`config.mk`:
```
export PLATFORM = sky130hd
export DESIGN_NAME = dac_data_regif
export DESIGN_NICKNAME = d
export VERILOG_FILES = /design/src/rtl/dac_regif_pkg.sv /design/src/rtl/dac_rst_sync.sv /design/src/rtl/dac_sync_edge.sv /design/src/rtl/dac_xfer.sv /design/src/rtl/dac_settle_timer.sv /design/src/rtl/dac_data_regif.sv
export SDC_FILE = /design/constraint.sdc
export NUM_CORES = 1
export LEC_CHECK = 0
export CAP_MARGIN = 40
export CELL_PAD_IN_SITES_DETAIL_PLACEMENT = 1
export CELL_PAD_IN_SITES_GLOBAL_PLACEMENT = 1
export CORE_ASPECT_RATIO = 1.75
export CORE_UTILIZATION = 37
export DETAILED_ROUTE_END_ITERATION = 10
export PLACE_DENSITY = 0.75
export SLEW_MARGIN = 5
export SYNTH_ARGS = -nofsm -noshare
export SYNTH_HDL_FRONTEND = slang
export SYNTH_SLANG_ARGS = --single-unit
```
`constraint.sdc`:
```
create_clock -name clk -period 1.86 [get_ports clk]
set_clock_uncertainty 0.15 [all_clocks]
set_input_delay 0.279 -clock clk [delete_from_list [all_inputs] [get_ports clk]]
set_output_delay 0.279 -clock clk [all_outputs]
set_load 0.01 [all_outputs]
```
`src/rtl/dac_regif_pkg.sv`:
```
package dac_regif_pkg;
  localparam int unsigned BUS_W   = 16;
  localparam int unsigned CODE_W  = 12;
  localparam int unsigned PAD_W   = BUS_W - CODE_W;

  localparam logic SEL_CTRL = 1'b0;
  localparam logic SEL_DATA = 1'b1;

  localparam int unsigned CTRL_PDN_BIT  = 0;
  localparam int unsigned CTRL_FMT_BIT  = 1;
  localparam int unsigned CTRL_SYNC_BIT = 2;

  typedef struct packed {
    logic sync_en;
    logic fmt_left;
    logic pdn;
  } dac_ctrl_t;

  localparam dac_ctrl_t CTRL_RESET = '{sync_en: 1'b0, fmt_left: 1'b0, pdn: 1'b1};
endpackage

```
`src/rtl/dac_rst_sync.sv`:
```
module dac_rst_sync #(
  parameter int unsigned STAGES = 2
) (
  input  logic clk,
  input  logic rst_n,
  output logic rst_sync_n
);
  logic [STAGES-1:0] chain_q;

  always_ff @(posedge clk or negedge rst_n) begin
    if (!rst_n) chain_q <= '0;
    else        chain_q <= {chain_q[STAGES-2:0], 1'b1};
  end

  assign rst_sync_n = chain_q[STAGES-1];
endmodule

```
`src/rtl/dac_sync_edge.sv`:
```
module dac_sync_edge #(
  parameter int unsigned STAGES = 2
) (
  input  logic clk,
  input  logic rst_n,
  input  logic async_in,
  output logic rise
);
  logic [STAGES:0] pipe_q;
  logic [STAGES:0] pipe_d;

  generate
    for (genvar i = 0; i <= STAGES; i++) begin : g_stage
      if (i == 0) begin : g_first
        assign pipe_d[i] = async_in;
      end else begin : g_next
        assign pipe_d[i] = pipe_q[i-1];
      end
    end
  endgenerate

  always_ff @(posedge clk or negedge rst_n) begin
    if (!rst_n) pipe_q <= '0;
    else        pipe_q <= pipe_d;
  end

  assign rise = pipe_q[STAGES-1] & ~pipe_q[STAGES];
endmodule

```
`src/rtl/dac_xfer.sv`:
```
module dac_xfer
  import dac_regif_pkg::*;
(
  input  logic              clk,
  input  logic              rst_n,
  input  logic              load,
  input  logic [BUS_W-1:0]  wdata,
  input  logic              fmt_left,
  input  logic              sync_en,
  input  logic              sync_rise,
  output logic [CODE_W-1:0] code
);
  logic [CODE_W-1:0] hold_q, hold_d;
  logic [CODE_W-1:0] code_q, code_d;
  logic [CODE_W-1:0] aligned;
  logic              take;

  always_comb begin
    aligned = fmt_left ? wdata[BUS_W-1:PAD_W] : wdata[CODE_W-1:0];
    hold_d  = load ? aligned : hold_q;
    take    = sync_en ? sync_rise : 1'b1;
    code_d  = take ? hold_q : code_q;
  end

  always_ff @(posedge clk or negedge rst_n) begin
    if (!rst_n) begin
      hold_q <= '0;
      code_q <= '0;
    end else begin
      hold_q <= hold_d;
      code_q <= code_d;
    end
  end

  assign code = code_q;
endmodule

```
`src/rtl/dac_settle_timer.sv`:
```
module dac_settle_timer #(
  parameter int unsigned CYCLES = 600
) (
  input  logic clk,
  input  logic rst_n,
  input  logic pdn,
  output logic ready
);
  localparam int unsigned CNT_W = $clog2(CYCLES + 1);
  localparam logic [CNT_W-1:0] LIMIT = CNT_W'(CYCLES);

  logic [CNT_W-1:0] cnt_q, cnt_d;
  logic             done;

  always_comb begin
    done = (cnt_q == LIMIT);
    if (pdn)       cnt_d = '0;
    else if (done) cnt_d = cnt_q;
    else           cnt_d = cnt_q + 1'b1;
  end

  always_ff @(posedge clk or negedge rst_n) begin
    if (!rst_n) cnt_q <= '0;
    else        cnt_q <= cnt_d;
  end

  assign ready = done & ~pdn;
endmodule

```
`src/rtl/dac_data_regif.sv`:
```
module dac_data_regif
  import dac_regif_pkg::*;
#(
  parameter int unsigned CLK_MHZ     = 60,
  parameter int unsigned SETTLE_US   = 10,
  parameter int unsigned SYNC_STAGES = 2
) (
  input  logic              clk,
  input  logic              rst_n,
  input  logic              reg_sel,
  input  logic              wr_en,
  input  logic [BUS_W-1:0]  wdata,
  output logic [BUS_W-1:0]  rdata,
  input  logic              sync_in,
  output logic [CODE_W-1:0] dac_code,
  output logic              dac_out_en,
  output logic              dac_ready
);
  localparam int unsigned SETTLE_CYC = CLK_MHZ * SETTLE_US;

  logic      rst_sync_n;
  dac_ctrl_t ctrl_q, ctrl_d;
  logic      ctrl_we, data_we;
  logic      sync_rise;

  dac_rst_sync #(.STAGES(2)) u_rst (
    .clk        (clk),
    .rst_n      (rst_n),
    .rst_sync_n (rst_sync_n)
  );

  always_comb begin
    ctrl_we = wr_en & (reg_sel == SEL_CTRL);
    data_we = wr_en & (reg_sel == SEL_DATA);
    ctrl_d  = ctrl_q;
    if (ctrl_we) begin
      ctrl_d.pdn      = wdata[CTRL_PDN_BIT];
      ctrl_d.fmt_left = wdata[CTRL_FMT_BIT];
      ctrl_d.sync_en  = wdata[CTRL_SYNC_BIT];
    end
  end

  always_ff @(posedge clk or negedge rst_sync_n) begin
    if (!rst_sync_n) ctrl_q <= CTRL_RESET;
    else             ctrl_q <= ctrl_d;
  end

  dac_sync_edge #(.STAGES(SYNC_STAGES)) u_edge (
    .clk      (clk),
    .rst_n    (rst_sync_n),
    .async_in (sync_in),
    .rise     (sync_rise)
  );

  dac_xfer u_xfer (
    .clk       (clk),
    .rst_n     (rst_sync_n),
    .load      (data_we),
    .wdata     (wdata),
    .fmt_left  (ctrl_q.fmt_left),
    .sync_en   (ctrl_q.sync_en),
    .sync_rise (sync_rise),
    .code      (dac_code)
  );

  dac_settle_timer #(.CYCLES(SETTLE_CYC)) u_settle (
    .clk   (clk),
    .rst_n (rst_sync_n),
    .pdn   (ctrl_q.pdn),
    .ready (dac_ready)
  );

  always_comb begin
    rdata = '0;
    if (reg_sel == SEL_CTRL) begin
      rdata[CTRL_PDN_BIT]  = ctrl_q.pdn;
      rdata[CTRL_FMT_BIT]  = ctrl_q.fmt_left;
      rdata[CTRL_SYNC_BIT] = ctrl_q.sync_en;
    end else if (ctrl_q.fmt_left) begin
      rdata = {dac_code, {PAD_W{1'b0}}};
    end else begin
      rdata = {{PAD_W{1'b0}}, dac_code};
    end
  end

  assign dac_out_en = ~ctrl_q.pdn;
endmodule

```
Word-level counts from Yosys, hierarchy flattened
Index checks and enable logic that the tools add are counted.
Operators by class
  add/subtract/negate cells: 1
  multiply operators: 0
  div/mod/pow operators: 0
  order comparisons: 0
  equality and inequality tests: 2
  shift-type cells: 0
  mux-type cells: 7
  bitwise logic cells: 7
  reductions and logical operators: 0
Operator list (count)
  10-bit two-way mux: 2
  16-bit two-way mux: 1
  13-bit two-way mux: 1
  12-bit two-way mux: 1
  10-bit by 1-bit adder with 10-bit output, second input constant: 1
  10-bit equality test, second input constant: 1
  1-bit bitwise AND: 4
  3-bit two-way mux: 1
  1-bit NOT: 3
  2-bit != test, second input constant: 1
  1-bit two-way mux: 1
Storage, ports and cells
  register bits: 42
  bits in latches: 0
  bits in writable memories: 0
  bits in read-only memories: 0
  bits of input ports: 21
  output and inout port bits: 30
  word-level logic and storage cells: 25
  memories: 0

Logic depth before layout (Yosys ltp)
  depth after elaboration: 3
  gate-level depth with buffers: 5
  gate-level depth less buffers: 5

By module
A second synthesis with hierarchy kept.
Unflattened totals
  cells, all modules: 179
  area total of the unflattened synthesis: 2062.0 µm²
Modules (own cells, without submodules)
  dac_xfer: times used 1, cells an instance 77, area each 1006.0 µm², seq. area each 600.6 µm²
  dac_settle_timer: times used 1, cells an instance 56, area each 564.3 µm², seq. area each 250.2 µm²
  dac_data_regif: times used 1, cells an instance 39, area each 349.1 µm², seq. area each 76.3 µm²
  dac_sync_edge: times used 1, cells an instance 4, area each 88.8 µm², seq. area each 75.1 µm²
  dac_rst_sync: times used 1, cells an instance 3, area each 53.8 µm², seq. area each 50.0 µm²

Least setup slack after synthesis
No wires, ideal clock.
  path type: register to output
  start point: register u_settle.cnt_q[5]
  end point: output port dac_ready
  data arrival time: 1.183 ns
  data required time: 1.431 ns
  setup slack: 0.248 ns
  cell stages (with the launch flop): 3
  buffers on the path: 0
  cell sequence: dfrtp_1 > or3b_1 > nor4_1
Between the ends
  cells in the longest elaborated chain, start to end: 2
Ends and longest elaborated chain
  from (decl): line dac_settle_timer.sv:12  | logic [CNT_W-1:0] cnt_q, cnt_d;
  from (signal assigned): line dac_settle_timer.sv:24  | else cnt_q <= cnt_d;
  10-bit equality test: line dac_settle_timer.sv:16  | done = (cnt_q == LIMIT);
  1-bit bitwise AND: line dac_settle_timer.sv:27  | assign ready = done & ~pdn;
  to (decl): line dac_data_regif.sv:17  | output logic dac_ready
No other way between the ends.

Worst setup path in the final report
  start point: register u_settle.cnt_q[8]
  end point: output port dac_ready
Same word-level chain as after synthesis.

==> results_dict.tcl <==
set metrics [dict create \
    slew_violations 0 \
    area_growth_pct 44.4 \
    post-route-period-util_pct 101 \
    wl_per_cell_um 15.5 \
    place_ws_ps -303 \
    synth_cells 190 \
    hp-class "reg -> async" \
    rsz0062_at_grt "yes" \
    final_util_pct 55.4 \
    yosysSeqAreaShare_pct 51.7 \
    dr.pass1.iters 7 \
    nNetsFinal 296 \
    final_common_cell "dfrtp_1" \
    r2r-start "u_settle.cnt_q[8]" \
    io_pins 51 \
    fp.dieArea_um2 5810 \
    routed_wl_mm 5.38 \
    r2r_end "u_settle.cnt_q[8]" \
    status "finished, violations left" \
    power_leakage_nw 1.33 \
    finalWorstSetupSlack_ps -16.0 \
    track_usage_pct 20.2 \
    yosysWarnings 0 \
    vias_per_cell 4.98 \
    max-vdd-ir-drop_mv 0.477 \
    fin_setup_tns_ps -16.0 \
    dp_cells 330 \
    die_x_um 58.1 \
    cts_root_buf "clkbuf_8" \
    grt_remaining_overflow 0 \
    violations "DRC, setup timing" \
    insertion_delay_ps 300 \
    finish.instance_area_um2 2940 \
    powerDensity_nw_per_um2 905 \
    place.detailed.hpwl_mm 3.93 \
    cp-end-kind "output pin" \
    cts-buffers-inserted 5 \
    cts_tree "built" \
    grt_pass1_vias 1856 \
    insertedDiodeCount 0 \
    synth.distinct_cells 34 \
    grt_pass1_wl_mm 8.81 \
    die_h_um 100 \
    num_rows 35 \
    dpl-instance-area_um2 2800 \
    cts_num_sinks 42 \
    drtIter0Drc 35 \
    start_kind "register" \
    syn_area_um2 2030 \
    io_buffers 50 \
    worstPathArrival_ps 1450 \
    drive_gt1_share_pct 24.1 \
    core_area_um2 5300 \
    synth-seq-cells 42 \
    fin_crit_ps 1880 \
    synth-main-ff-cell "dfrtp_1" \
    ant_nets 0 \
    place.gp.congestion 0.796 \
    setup_viol 1 \
    cp_max_fo 2 \
    initial_core_util_pct 38.4 \
    fmax_ghz 0.533 \
    cts.path.max_buffers 2 \
    instances_no_fill 348 \
    grt_start_max_net_pins 32 \
    htreeDepth 2 \
    async_flop_share_pct 100 \
    antenna_found_initial 0 \
    cp-startpoint "u_settle.cnt_q[8]" \
    drv_cap 0 \
    final_cell_mix "dfrtp_1, clkdlybuf4s50_1, buf_4, mux2i_1, a21oi_1" \
    synth_nets 213 \
    criticalPathCategory "reg -> out" \
    crit_end "dac_ready" \
    critical_path_required_ps 1430 \
    synth_edf_count 0 \
    regToRegSetupSlack_ps 240 \
    avgSynthCellArea_um2 10.7 \
    final_hold_viol_count 0 \
    drc 7 \
    clkSlewWorstSetupHoldPaths_ps 70 \
    reg2reg_depth 4 \
    vias 1732 \
]
[cells by family (layout without fill, tap and decap cells)]
family / count (synthesis) / in the layout / synth area share [%]
compound gates: 34 / 34 / 9.04
fa+ha+maj: 2 / 2 / 1.23
xor+xnor: 2 / 2 / 0.861
buf+inv: 16 / 100 / 3.20
mux: 33 / 33 / 17.0
flops: 42 / 42 / 51.7
simple gates: 60 / 60 / 16.7
other cells: 1 / 1 / 0.184
[how the worst min path moves through the flow]
stage	depth (start not counted)	start	to
floorplan	0	rst_n	u_rst.chain_q[0]
finish	0	u_rst.chain_q[1]	u_settle.cnt_q[3]
CTS	0	u_rst.chain_q[1]	u_settle.cnt_q[3]
global placement	0	u_rst.chain_q[1]	u_edge.pipe_q[0]
global route	0	u_rst.chain_q[1]	u_settle.cnt_q[4]
detailed placement	0	u_rst.chain_q[1]	u_edge.pipe_q[0]
[per-stage QoR]
step                hold slack (ps)  power [mW]
CTS                            56.3        2.67
finish                         37.5        2.66
floorplan                      -167        1.60
global route                   90.4        2.82
global placement               43.5        2.07
detailed placement             54.0        2.11
[report_power, final]
group | switching, mW | internal (mW) | total, mW
Sequential | 0.121 | 1.06 | 1.18
Combinational | 0.410 | 0.504 | 0.914
Clock | 0.305 | 0.260 | 0.566
[synth_stat cells (5+ instances only)]
| master | instances | share of area (%) |
|---|---|---|
| nor2_1 | 14 | 2.6 |
| mux2_1 | 5 | 2.8 |
| dfrtp_1 | 41 | 50 |
| nor2b_1 | 10 | 3.1 |
| nand2_1 | 9 | 1.7 |
| mux2i_1 | 20 | 9.8 |
| o21ai_0 | 8 | 2.0 |
| inv_1 | 7 | 1.3 |
| nand3_1 | 6 | 1.5 |
| a21oi_1 | 19 | 4.7 |
| mux2_2 | 8 | 4.4 |
[critical path, cell delays in order, from the launching register on]
cell and delay [ps]:
dfrtp_1 380, or3b_1 440, nor4_2 160, buf_2 180
[sequential cells by signal (all words and copies together), names as in the netlist]
signal          count
u_settle.cnt_q     10
u_xfer.hold_q      12
ctrl_q              3
u_edge.pipe_q       3
u_xfer.code        12
u_rst.chain_q       2
[timing repair]
item	in CTS	in global routing
cloned	0	1
endpoints found under the setup margin	18	11
setup buffers	6	2
hold endpoints to repair	2	0
gates resized for setup	50	10
hold buffers	1	0
pin swaps	0	0
[metal layers]
layer  up-vias  track usage, %  wire length [µm]
met5         -               0                 0
met4         0            8.06               125
met3        10            3.74               195
met2        40            37.9              3110
met1       848            21.3              1950
li1        834               -                 -
[cell type report]
cell class / count / area [µm²]
Tap cell: 74 / 92.6
Clock inverter: 2 / 10.0
Inverter: 7 / 26.3
Clock buffer: 6 / 72.6
Fill cell: 591 / 2360
Timing Repair Buffer: 85 / 759
Multi-Input combinational cell: 132 / 923
Sequential cell: 42 / 1050
No activity file was read; power rests on OpenSTA's default activity.
